$ cat src/rtl/swfc_pkg.sv
package swfc_pkg;
    typedef enum logic [1:0] {M_IDLE, M_GO1, M_STOP1} match_st_e;
    typedef enum logic [1:0] {I_IDLE, I_STOP2, I_GO2} ins_st_e;

    typedef struct packed {
        match_st_e st;
        logic      hold;
        logic      evt;
    } match_s;

    typedef struct packed {
        ins_st_e st;
        logic    stop_sent;
    } ins_s;
endpackage

$ cat src/rtl/swfc_match.sv
module swfc_match
    import swfc_pkg::*;
#(
    parameter int CW = 8
) (
    input  logic          clk,
    input  logic          rst_n,
    input  logic          en,
    input  logic          pair,
    input  logic          any,
    input  logic          valid,
    input  logic [CW-1:0] ch,
    input  logic [CW-1:0] go_a,
    input  logic [CW-1:0] go_b,
    input  logic [CW-1:0] stop_a,
    input  logic [CW-1:0] stop_b,
    output logic          hold,
    output logic          evt,
    output logic          drop
);
    match_s m_d, m_q;
    logic   fresh;

    always_comb begin
        m_d     = m_q;
        m_d.evt = 1'b0;
        drop    = 1'b0;
        fresh   = 1'b0;
        if (!en) begin
            m_d.st   = M_IDLE;
            m_d.hold = 1'b0;
        end else if (valid) begin
            case (m_q.st)
                M_STOP1: begin
                    if (ch == stop_b) begin
                        m_d.hold = 1'b1;
                        m_d.evt  = 1'b1;
                        m_d.st   = M_IDLE;
                        drop     = 1'b1;
                    end else begin
                        fresh = 1'b1;
                    end
                end
                M_GO1: begin
                    if (ch == go_b) begin
                        m_d.hold = 1'b0;
                        m_d.st   = M_IDLE;
                        drop     = 1'b1;
                    end else begin
                        fresh = 1'b1;
                    end
                end
                default: fresh = 1'b1;
            endcase
            if (fresh) begin
                m_d.st = M_IDLE;
                if (ch == stop_a) begin
                    drop = 1'b1;
                    if (pair) begin
                        m_d.st = M_STOP1;
                    end else begin
                        m_d.hold = 1'b1;
                        m_d.evt  = 1'b1;
                    end
                end else if (ch == go_a) begin
                    drop = 1'b1;
                    if (!pair || (m_q.hold && any)) begin
                        m_d.hold = 1'b0;
                    end else begin
                        m_d.st = M_GO1;
                    end
                end else if (m_q.hold && any) begin
                    m_d.hold = 1'b0;
                end
            end
        end
    end

    always_ff @(posedge clk or negedge rst_n) begin
        if (!rst_n) begin
            m_q <= '{st: M_IDLE, hold: 1'b0, evt: 1'b0};
        end else begin
            m_q <= m_d;
        end
    end

    assign hold = m_q.hold;
    assign evt  = m_q.evt;
endmodule

$ cat src/rtl/swfc_insert.sv
module swfc_insert
    import swfc_pkg::*;
#(
    parameter int CW = 8,
    parameter int TW = 4,
    parameter int TS = 2,
    parameter int LW = 7
) (
    input  logic          clk,
    input  logic          rst_n,
    input  logic          en,
    input  logic          pair,
    input  logic [LW-1:0] level,
    input  logic [2*TW-1:0] thresh,
    input  logic          tx_idle,
    input  logic [CW-1:0] go_a,
    input  logic [CW-1:0] go_b,
    input  logic [CW-1:0] stop_a,
    input  logic [CW-1:0] stop_b,
    output logic          req,
    output logic [CW-1:0] ch_out
);
    ins_s          s_d, s_q;
    logic [LW-1:0] stop_lvl, go_lvl;
    logic          need_stop, need_go, pend;

    assign stop_lvl = LW'(thresh[TW-1:0]) << TS;
    assign go_lvl   = LW'(thresh[2*TW-1:TW]) << TS;

    always_comb begin
        s_d       = s_q;
        pend      = 1'b0;
        ch_out    = '0;
        need_stop = !s_q.stop_sent && (level >= stop_lvl);
        need_go   = s_q.stop_sent && (level <= go_lvl);
        if (!en) begin
            s_d.st        = I_IDLE;
            s_d.stop_sent = 1'b0;
        end else begin
            case (s_q.st)
                I_STOP2: begin
                    pend   = 1'b1;
                    ch_out = stop_b;
                    if (tx_idle) s_d.st = I_IDLE;
                end
                I_GO2: begin
                    pend   = 1'b1;
                    ch_out = go_b;
                    if (tx_idle) s_d.st = I_IDLE;
                end
                default: begin
                    if (need_stop) begin
                        pend   = 1'b1;
                        ch_out = stop_a;
                        if (tx_idle) begin
                            s_d.stop_sent = 1'b1;
                            if (pair) s_d.st = I_STOP2;
                        end
                    end else if (need_go) begin
                        pend   = 1'b1;
                        ch_out = go_a;
                        if (tx_idle) begin
                            s_d.stop_sent = 1'b0;
                            if (pair) s_d.st = I_GO2;
                        end
                    end
                end
            endcase
        end
        req = pend && tx_idle;
    end

    always_ff @(posedge clk or negedge rst_n) begin
        if (!rst_n) begin
            s_q <= '{st: I_IDLE, stop_sent: 1'b0};
        end else begin
            s_q <= s_d;
        end
    end
endmodule

$ cat src/rtl/swfc_ctrl.sv
module swfc_ctrl #(
    parameter int DEPTH = 64,
    parameter int CW    = 8,
    parameter int TW    = 4,
    parameter int TS    = 2,
    localparam int LW   = $clog2(DEPTH + 1)
) (
    input  logic            clk,
    input  logic            rst_n,
    input  logic            cfg_en,
    input  logic            cfg_pair,
    input  logic            cfg_any,
    input  logic [CW-1:0]   go_a,
    input  logic [CW-1:0]   go_b,
    input  logic [CW-1:0]   stop_a,
    input  logic [CW-1:0]   stop_b,
    input  logic [2*TW-1:0] cfg_thresh,
    input  logic            rx_valid,
    input  logic [CW-1:0]   rx_char,
    input  logic [LW-1:0]   rx_level,
    input  logic            tx_idle,
    output logic            tx_hold,
    output logic            off_evt,
    output logic            rx_drop,
    output logic            ins_req,
    output logic [CW-1:0]   ins_char
);
    swfc_match #(.CW(CW)) u_match (
        .clk    (clk),
        .rst_n  (rst_n),
        .en     (cfg_en),
        .pair   (cfg_pair),
        .any    (cfg_any),
        .valid  (rx_valid),
        .ch     (rx_char),
        .go_a   (go_a),
        .go_b   (go_b),
        .stop_a (stop_a),
        .stop_b (stop_b),
        .hold   (tx_hold),
        .evt    (off_evt),
        .drop   (rx_drop)
    );

    swfc_insert #(.CW(CW), .TW(TW), .TS(TS), .LW(LW)) u_insert (
        .clk     (clk),
        .rst_n   (rst_n),
        .en      (cfg_en),
        .pair    (cfg_pair),
        .level   (rx_level),
        .thresh  (cfg_thresh),
        .tx_idle (tx_idle),
        .go_a    (go_a),
        .go_b    (go_b),
        .stop_a  (stop_a),
        .stop_b  (stop_b),
        .req     (ins_req),
        .ch_out  (ins_char)
    );
endmodule

$ cat config.mk
export PLATFORM = sky130hd
export DESIGN_NAME = swfc_ctrl
export DESIGN_NICKNAME = d
export VERILOG_FILES = /design/src/rtl/swfc_pkg.sv /design/src/rtl/swfc_match.sv /design/src/rtl/swfc_insert.sv /design/src/rtl/swfc_ctrl.sv
export SDC_FILE = /design/constraint.sdc
export NUM_CORES = 1
export LEC_CHECK = 0
export CAP_MARGIN = 10
export CORE_ASPECT_RATIO = 1.25
export CORE_MARGIN = 8
export CORE_UTILIZATION = 43
export CTS_BUF_LIST = sky130_fd_sc_hd__clkbuf_16
export CTS_CLUSTER_DIAMETER = 80
export CTS_CLUSTER_SIZE = 10
export DETAILED_ROUTE_END_ITERATION = 8
export PLACE_DENSITY = 0.95
export SYNTH_ARGS = -nofsm -noshare
export SYNTH_HDL_FRONTEND = slang
export SYNTH_HIERARCHICAL = 1
export SYNTH_SLANG_ARGS = --single-unit
$ cat constraint.sdc
create_clock -name clk -period 3 [get_ports clk]
set_input_delay 0.3 -clock clk [delete_from_list [all_inputs] [get_ports clk]]
set_output_delay 0.3 -clock clk [all_outputs]
set_load 0.1 [all_outputs]
==> impl_metrics.csv, run 1 <==
group,metric,value,unit
status,run_status,"complete, no violations",
cells_and_area,areaGrowthSynthToFinish,72.74,%
routing,dr_total_vias,1731,
timing,maxSlewHeadroom,0.6969,
synth,synth.yosys.warnings,6,
floorplan,placementRows,23,
timing,fin_crit,2.763,ns
floorplan,ioPinCount,74,
worst_setup_path,critPathTopFamily,"buffers and inverters",
power,power_per_cell_area,439.8,nW/um^2
grt,vias_in_the_first_global_route,1812,
cells_and_area,seq_area,175.2,sq um
clock_tree,cts_setup_buffers,0,
cells_and_area,layout_common_cells,"sky130_fd_sc_hd__clkdlybuf4s50_1 (61), sky130_fd_sc_hd__a221oi_1 (16), sky130_fd_sc_hd__xnor2_1 (16), sky130_fd_sc_hd__xor2_1 (16), sky130_fd_sc_hd__inv_1 (15)",
cells_and_area,layout.filler_cells,199,
timing,worstMarginPinSlew,0.4546,ns
synth,yosys_register_bits,7,
floorplan,initial_core_util,0.4376,
synth,synthDistinctLibCells,41,
worst_setup_path,worstReg2RegEnd,"u_insert/s_q[1]$_DFFE_PN0P_",
routing,drt-pass1-iter-count,4,
timing,setup_total_negative_slack,0,ns
grt,grt_max_degree,13,
grt,first_pass_grt_wire_length,8362,um
power,cellLeakagePower,0.9500,nW
routing,drt-initial-drc-count,80,
placement,buffer_ports.inserted,73,
timing,worst_clock_skew,0.0001385,ns
routing,ant_nets,0,
clock_tree,cts_htree_levels,1,
timing,finalWorstSetupSlack,0.2371,ns
routing,via_per_inst,6.010,
routing,routed_wirelength,5302,um
timing,min_period_over_period,0.9210,
power,vdd_ir_drop_max,378.9,uV
routing,wl_per_cell,18.41,um
worst_setup_path,crit_path_end_kind,"output port",
placement,finalWeightedCongestion,0.9160,
cells_and_area,n_antenna_cell,0,
clock_tree,numCtsBuffers,3,
timing,fmax,361.9,MHz
run,number_of_max_cap_violations,0,
clock_tree,cts-hold-fix-buffers,0,
worst_setup_path,timing.setup.critical_path_class,"in -> out",
min_path,holdCritPathClass,"in -> async",
clock_tree,ctsRootBufferMaster,"sky130_fd_sc_hd__clkbuf_16",
placement,post-place-ws,0.2564,ns
synth,netlist_instances,176,
timing,slew_violations,0,
cells_and_area,multi_input_area,1159,sq um
clock_tree,insertion_delay,0.23,ns
placement,detailed_placement_wirelength_estimate,4489,um
worst_setup_path,cp_max_fo,9,
worst_setup_path,startpoint_type,"primary input",
floorplan,die_height,79.17,um
worst_setup_path,worst_ep_arrival_time,2.46,ns
cells_and_area,commonest_non_fill_non_tap_cell_in_the_layout,"sky130_fd_sc_hd__clkdlybuf4s50_1",
clock_tree,post_cts.resized_instances,0,
grt,globalRouteTotalUtil,0.1976,
clock_tree,tritoncts,"built",
floorplan,core_area,3137,sq um
worst_setup_path,r2r-start,"u_insert/s_q[1]$_DFFE_PN0P_",
synth,ys_seq_area_frac,0.1276,
cells_and_area,nets,326,
grt,remaining_global_route_overflow,0,
grt,grt_antenna_before_repair,0,
routing,detail_route.drc_violations,0,
synth,synth.net_count,250,
worst_setup_path,rr_worst_depth,6,
worst_setup_path,cpMaxStageDelayCell,"sky130_fd_sc_hd__clkdlybuf4s50_1",
synth,synth.avg_cell_area,7.799,sq um
cells_and_area,drive_gt1_frac,0.1315,
worst_setup_path,critical_path.cell_chain,"clkdlybuf4s50_1, inv_1, ha_1, a21oi_1, o22a_1, o31ai_1, buf_4, a221oi_1, nor3b_2, buf_12",
floorplan,fp.dieArea,5267,sq um
timing,rsz_0062_raised_after_global_routing,"false",
clock_tree,path_clk_slew,0.03,ns
synth,synth.cell_area,1373,sq um
worst_setup_path,timing.critical_path.required,2.70,ns
worst_setup_path,reg2reg_slack,1.10,ns
clock_tree,cts-root-to-sink-buffers,2,
floorplan,die_width,66.54,um
timing,final_setup_violating_endpoints,0,
timing,final_hold_viol_count,0,
worst_setup_path,timing.critical_path.slowest_cell_delay,0.46,ns
worst_setup_path,worst-path-buf-inv,4,
clock_tree,cts_num_sinks,7,
## logic make-up (layout without fill, tap and decap cells)
| logic type | count (synthesis) | in the layout | share of synthesized area |
|---|---|---|---|
| xor+xnor | 32 | 32 | 0.2042 |
| flops | 7 | 7 | 0.1276 |
| fa+ha+maj | 12 | 12 | 0.1094 |
| compound gates | 48 | 48 | 0.2735 |
| buf+inv | 21 | 96 | 0.06016 |
| simple gates | 56 | 56 | 0.2252 |
## registers in the layout, indices dropped and copies added (netlist names)
name / cells
u_match/hold: 1
u_match/evt: 1
u_match/m_q: 2
u_insert/s_q: 3
## cell type report
type | instances | area share
clock buffer | 3 | 0.03166
clock inverter | 1 | 0.001583
inverter | 15 | 0.02375
multi-input combinational | 148 | 0.4887
sequential | 7 | 0.07388
tap | 37 | 0.01953
timing repair buffer | 77 | 0.3610
## cells in the mapped netlist
library cell	number	share of area
sky130_fd_sc_hd__a2111o_1	1	0.0082
sky130_fd_sc_hd__a21boi_0	1	0.0055
sky130_fd_sc_hd__a21oi_1	7	0.026
sky130_fd_sc_hd__a221oi_1	16	0.10
sky130_fd_sc_hd__a22oi_1	1	0.0055
sky130_fd_sc_hd__a31oi_1	1	0.0046
sky130_fd_sc_hd__a32o_1	1	0.0073
sky130_fd_sc_hd__a41oi_1	1	0.0064
sky130_fd_sc_hd__and2b_1	1	0.0055
sky130_fd_sc_hd__and3_2	1	0.0055
sky130_fd_sc_hd__and4_1	2	0.013
sky130_fd_sc_hd__and4b_1	1	0.0073
sky130_fd_sc_hd__buf_1	2	0.0055
sky130_fd_sc_hd__buf_4	1	0.0055
sky130_fd_sc_hd__clkbuf_1	3	0.0082
sky130_fd_sc_hd__dfrtp_1	7	0.13
sky130_fd_sc_hd__ha_1	12	0.11
sky130_fd_sc_hd__inv_1	14	0.038
sky130_fd_sc_hd__inv_2	1	0.0027
sky130_fd_sc_hd__nand2_1	14	0.038
sky130_fd_sc_hd__nand2b_1	2	0.0091
sky130_fd_sc_hd__nand3_1	6	0.022
sky130_fd_sc_hd__nand4_1	6	0.027
sky130_fd_sc_hd__nor2_1	8	0.022
sky130_fd_sc_hd__nor3_1	2	0.0073
sky130_fd_sc_hd__nor3b_1	8	0.044
sky130_fd_sc_hd__nor4_1	4	0.018
sky130_fd_sc_hd__o211ai_1	1	0.0055
sky130_fd_sc_hd__o21a_1	1	0.0055
sky130_fd_sc_hd__o21ai_0	7	0.026
sky130_fd_sc_hd__o21ai_1	1	0.0036
sky130_fd_sc_hd__o21ai_2	1	0.0064
sky130_fd_sc_hd__o221a_2	1	0.0082
sky130_fd_sc_hd__o22a_1	1	0.0064
sky130_fd_sc_hd__o22ai_1	1	0.0046
sky130_fd_sc_hd__o31ai_1	3	0.016
sky130_fd_sc_hd__o32ai_1	1	0.0064
sky130_fd_sc_hd__o41ai_4	1	0.020
sky130_fd_sc_hd__or3b_1	1	0.0064
sky130_fd_sc_hd__xnor2_1	16	0.10
sky130_fd_sc_hd__xor2_1	16	0.10
## metal layers
metal / share of wire / vias up / wire [um] / track usage
li1: - / 816 / - / -
met3: 0.075 / 14 / 397 / 0.04501
met5: 0 / - / 0 / 0
met4: 0.034 / 0 / 182 / 0.08565
met2: 0.54 / 92 / 2837 / 0.3611
met1: 0.36 / 809 / 1885 / 0.2064
## stage by stage
step                      instances  total power, mW  instance area, sq um  hold WS, ns  utilization
after floorplan                 176           0.5284                  1416     0.004409            -
after global placement          284           0.7983                  2292       0.5026       0.7308
after detailed placement        284           0.8166                  2292       0.5131       0.7308
after CTS                       288            1.043                  2371       0.3312       0.7559
after global routing            288            1.083                  2371       0.3355       0.7559
final                           288            1.043                  2371       0.3248       0.7559
## where the power goes
group	switching, mW	leakage, nW	internal (mW)
sequential	0.0108	0.0962	0.102
clock	0.0469	0.0423	0.173
combinational	0.422	0.812	0.289
total	0.479	0.950	0.563
## worst max path at each step
| stage | cells past startpoint | slack, ns | start | endpoint |
|---|---|---|---|---|
| floorplan | 7 | 0.09 | cfg_thresh[6] | ins_char[0] |
| global placement | 10 | 0.39 | cfg_thresh[6] | ins_char[0] |
| detailed placement | 10 | 0.26 | cfg_thresh[2] | ins_char[1] |
| CTS | 10 | 0.25 | cfg_thresh[2] | ins_char[1] |
| global route | 10 | 0.13 | cfg_thresh[6] | ins_char[1] |
| finish | 10 | 0.24 | cfg_thresh[2] | ins_char[1] |
Note: power is estimated with default switching activity, not from simulation.
==> run 2, diff against run 1 <==
- ABC_AREA: unset -> 1
- CORE_UTILIZATION: 43 -> 46
==> impl_metrics.csv, run 2 <==
group,metric,value,unit
floorplan,placementRows,24,
floorplan,core_area,3423,sq um
cells_and_area,design_area,2537,sq um
floorplan,fp.dieArea,5655,sq um
synth,most_repeated_cell_in_the_gate_level_netlist_after_synthesis,"sky130_fd_sc_hd__nand2_1",
placement,detailed_placement_wirelength_estimate,4800,um
grt,globalRouteTotalUtil,0.1956,
timing,min_period_over_period,0.8879,
clock_tree,cts-hold-fix-buffers,0,
synth,synth_top_cell_by_area,"sky130_fd_sc_hd__nand2_1",
placement,finalWeightedCongestion,0.8420,
grt,vias_in_the_first_global_route,2074,
routing,detail_route.drc_violations,0,
routing,ant_nets,0,
status,run_status,"complete, no violations",
grt,grt_max_degree,14,
synth,synth_largest_type_area_fraction,0.2405,
clock_tree,insertion_delay,0.23,ns
placement,buffer_ports.inserted,73,
clock_tree,cts_num_sinks,7,
routing,wl_per_cell,13.87,um
synth,synth.yosys.warnings,6,
cells_and_area,top_regs,"u_insert/s_q x3, u_match/m_q x2",
clock_tree,cts_setup_buffers,0,
cells_and_area,drive_gt1_frac,0.1117,
synth,yosys-top-cells-count,"sky130_fd_sc_hd__nand2_1 (103), sky130_fd_sc_hd__inv_1 (49), sky130_fd_sc_hd__nor2_1 (21)",
timing,maxSlewHeadroom,0.6792,
routing,routed_wirelength,5506,um
grt,grt_antenna_before_repair,0,
floorplan,initial_core_util,0.4697,
synth,ys_seq_area_frac,0.1089,
routing,dr_total_vias,2110,
timing,worstMarginPinSlew,0.4797,ns
routing,drt-initial-drc-count,143,
clock_tree,cts-root-to-sink-buffers,2,
floorplan,die_width,68.88,um
synth,synth_async_sr_flop_share,1.000,
timing,fin_crit,2.664,ns
synth,netlist_top_cells_area,"sky130_fd_sc_hd__nand2_1 (24%), sky130_fd_sc_hd__inv_1 (11%), sky130_fd_sc_hd__dfrtp_1 (11%)",
timing,hold-worst-slack,0.3279,ns
cells_and_area,max_flop_register,"u_insert/s_q",
cells_and_area,layout_common_cells,"sky130_fd_sc_hd__nand2_1 (103), sky130_fd_sc_hd__clkdlybuf4s50_1 (61), sky130_fd_sc_hd__inv_1 (49), sky130_fd_sc_hd__nor2_1 (21)",
timing,final_hold_viol_count,0,
grt,first_pass_grt_wire_length,8728,um
timing,slew_violations,0,
timing,rsz_0062_raised_after_global_routing,"false",
timing,fmax,375.4,MHz
worst_setup_path,critical_path.cell_chain,"clkdlybuf4s50_1, inv_1, ha_1, inv_1, nor2_1, nand4_1, nand2_1, nand2_2, nand2_2, inv_2, nor3_1, buf_12",
synth,synth.avg_cell_area,5.622,sq um
power,cellLeakagePower,1.294,nW
synth,most_frequently_used_flop_master_after_synthesis,"sky130_fd_sc_hd__dfrtp_1",
floorplan,die_height,82.10,um
clock_tree,post_cts.resized_instances,0,
worst_setup_path,timing.critical_path.required,2.70,ns
run,number_of_max_cap_violations,0,
worst_setup_path,worst_ep_arrival_time,2.36,ns
clock_tree,ctsRootBufferMaster,"sky130_fd_sc_hd__clkbuf_16",
power,vdd_ir_drop_max,578.6,uV
synth,synth.cell_area,1608,sq um
routing,via_per_inst,5.315,
cells_and_area,nets,433,
cells_and_area,layout.filler_cells,292,
cells_and_area,multi_input_area,1212,sq um
synth,synth-edff-count,0,
timing,worst_clock_skew,0.002104,ns
worst_setup_path,timing.critical_path.slowest_cell_delay,0.46,ns
synth,yosys_register_bits,7,
worst_setup_path,cp_max_fo,7,
synth,netlist_instances,286,
min_path,holdCritPathClass,"in -> async",
clock_tree,tritoncts,"built",
clock_tree,cts_htree_levels,1,
clock_tree,numCtsBuffers,3,
floorplan,ioPinCount,74,
cells_and_area,n_antenna_cell,0,
synth,synth.net_count,360,
cells_and_area,commonest_non_fill_non_tap_cell_in_the_layout,"sky130_fd_sc_hd__nand2_1",
timing,final_setup_violating_endpoints,0,
cells_and_area,largest_register_ff_count,3,
routing,drt-pass1-iter-count,4,
placement,dpl_cell_area,2457,sq um
cells_and_area,areaGrowthSynthToFinish,57.82,%
power,power_per_cell_area,685.4,nW/um^2
clock_tree,path_clk_slew,0.04,ns
worst_setup_path,crit_path_end_kind,"output port",
grt,remaining_global_route_overflow,0,
worst_setup_path,startpoint_type,"primary input",
worst_setup_path,cpMaxStageDelayCell,"sky130_fd_sc_hd__clkdlybuf4s50_1",
synth,synthDistinctLibCells,25,
cells_and_area,seq_area,175.2,sq um
worst_setup_path,timing.setup.critical_path_class,"in -> out",
## run 2: changes by cell type in the layout (fill, tap and decap cells not counted), moves of 5 or more
cell                       previous run  this run
sky130_fd_sc_hd__a221oi_1            16         0
sky130_fd_sc_hd__a22o_1               0         7
sky130_fd_sc_hd__inv_1               15        49
sky130_fd_sc_hd__nand2_1             14       103
sky130_fd_sc_hd__nand2_2              0         8
sky130_fd_sc_hd__nand3_1              6        11
sky130_fd_sc_hd__nor2_1               8        21
sky130_fd_sc_hd__nor3b_2              8         0
sky130_fd_sc_hd__o22ai_1              1         7
sky130_fd_sc_hd__xor2_1              16         0
## run 2: power by group
group	leakage (nW)	switching [mW]	internal, mW
Combinational	1.16	0.893	0.493
Sequential	0.0957	0.0142	0.111
Clock	0.0409	0.0533	0.175
Total	1.29	0.960	0.779
## run 2: final timing paths
| kind | start | end | slack (ns) | depth (start not counted) |
|---|---|---|---|---|
| min | rst_n | u_match/m_q[3]$_DFFE_PN0P_ | 0.33 | 1 |
| max | cfg_thresh[7] | ins_char[3] | 0.34 | 12 |
| min in group clk | u_insert/s_q[1]$_DFFE_PN0P_ | u_insert/s_q[1]$_DFFE_PN0P_ | 0.51 | 2 |
| max in group asynchronous | rst_n | u_match/hold$_DFFE_PN0N_ | 2.44 | 1 |
| max reg2reg | u_insert/s_q[1]$_DFFE_PN0P_ | u_insert/s_q[2]$_DFFE_PN0P_ | 1.28 | 9 |
| min reg2reg | u_insert/s_q[1]$_DFFE_PN0P_ | u_insert/s_q[1]$_DFFE_PN0P_ | 0.51 | 2 |
## run 2: cells by family after synthesis
group / after synthesis / synth area share
simple gates: 163 / 0.4350
fa+ha+maj: 12 / 0.09338
flops: 7 / 0.1090
buf+inv: 57 / 0.1432
compound gates: 32 / 0.1237
xor+xnor: 15 / 0.09572
## run 2: layer usage
layer	wire length [um]	up-vias	share of wire	global-route usage
met4	218	0	0.040	0.09256
li1	-	1045	-	-
met5	0	-	0	0
met1	1931	960	0.35	0.1942
met3	441	18	0.080	0.04588
met2	2915	87	0.53	0.3657
## run 2: through the flow
| stage | setup TNS, ns | utilization | std cells | power, mW | setup slack, ns |
|---|---|---|---|---|---|
| floorplan | -2.578 | - | 286 | 1.015 | -0.5155 |
| global placement | 0 | 0.7178 | 393 | 1.479 | 0.4499 |
| detailed placement | 0 | 0.7178 | 393 | 1.504 | 0.3461 |
| CTS | 0 | 0.7412 | 397 | 1.735 | 0.3438 |
| global route | 0 | 0.7412 | 397 | 1.822 | 0.1958 |
| finish | 0 | 0.7412 | 397 | 1.739 | 0.3362 |
## run 2: worst max-delay path, delay by kind of cell
kind / cells / cell delay (ns)
adders and majority gates: 1 / 0.26
buffers and inverters: 5 / 0.85
and+or+nand+nor: 6 / 0.95
## run 2: layout make-up
class                      instances  share of cell area
timing repair buffer              73              0.3254
tap                               39             0.01923
inverter                          52             0.07692
sequential                         7             0.06903
multi-input combinational        222              0.4778
clock buffer                       3             0.02959
clock inverter                     1            0.001972
==> run 3, diff against run 2 <==
- SLEW_MARGIN: unset -> 25
==> results of run 3 <==
No change in the layout: final DEF, timing and power equal those of run 2.
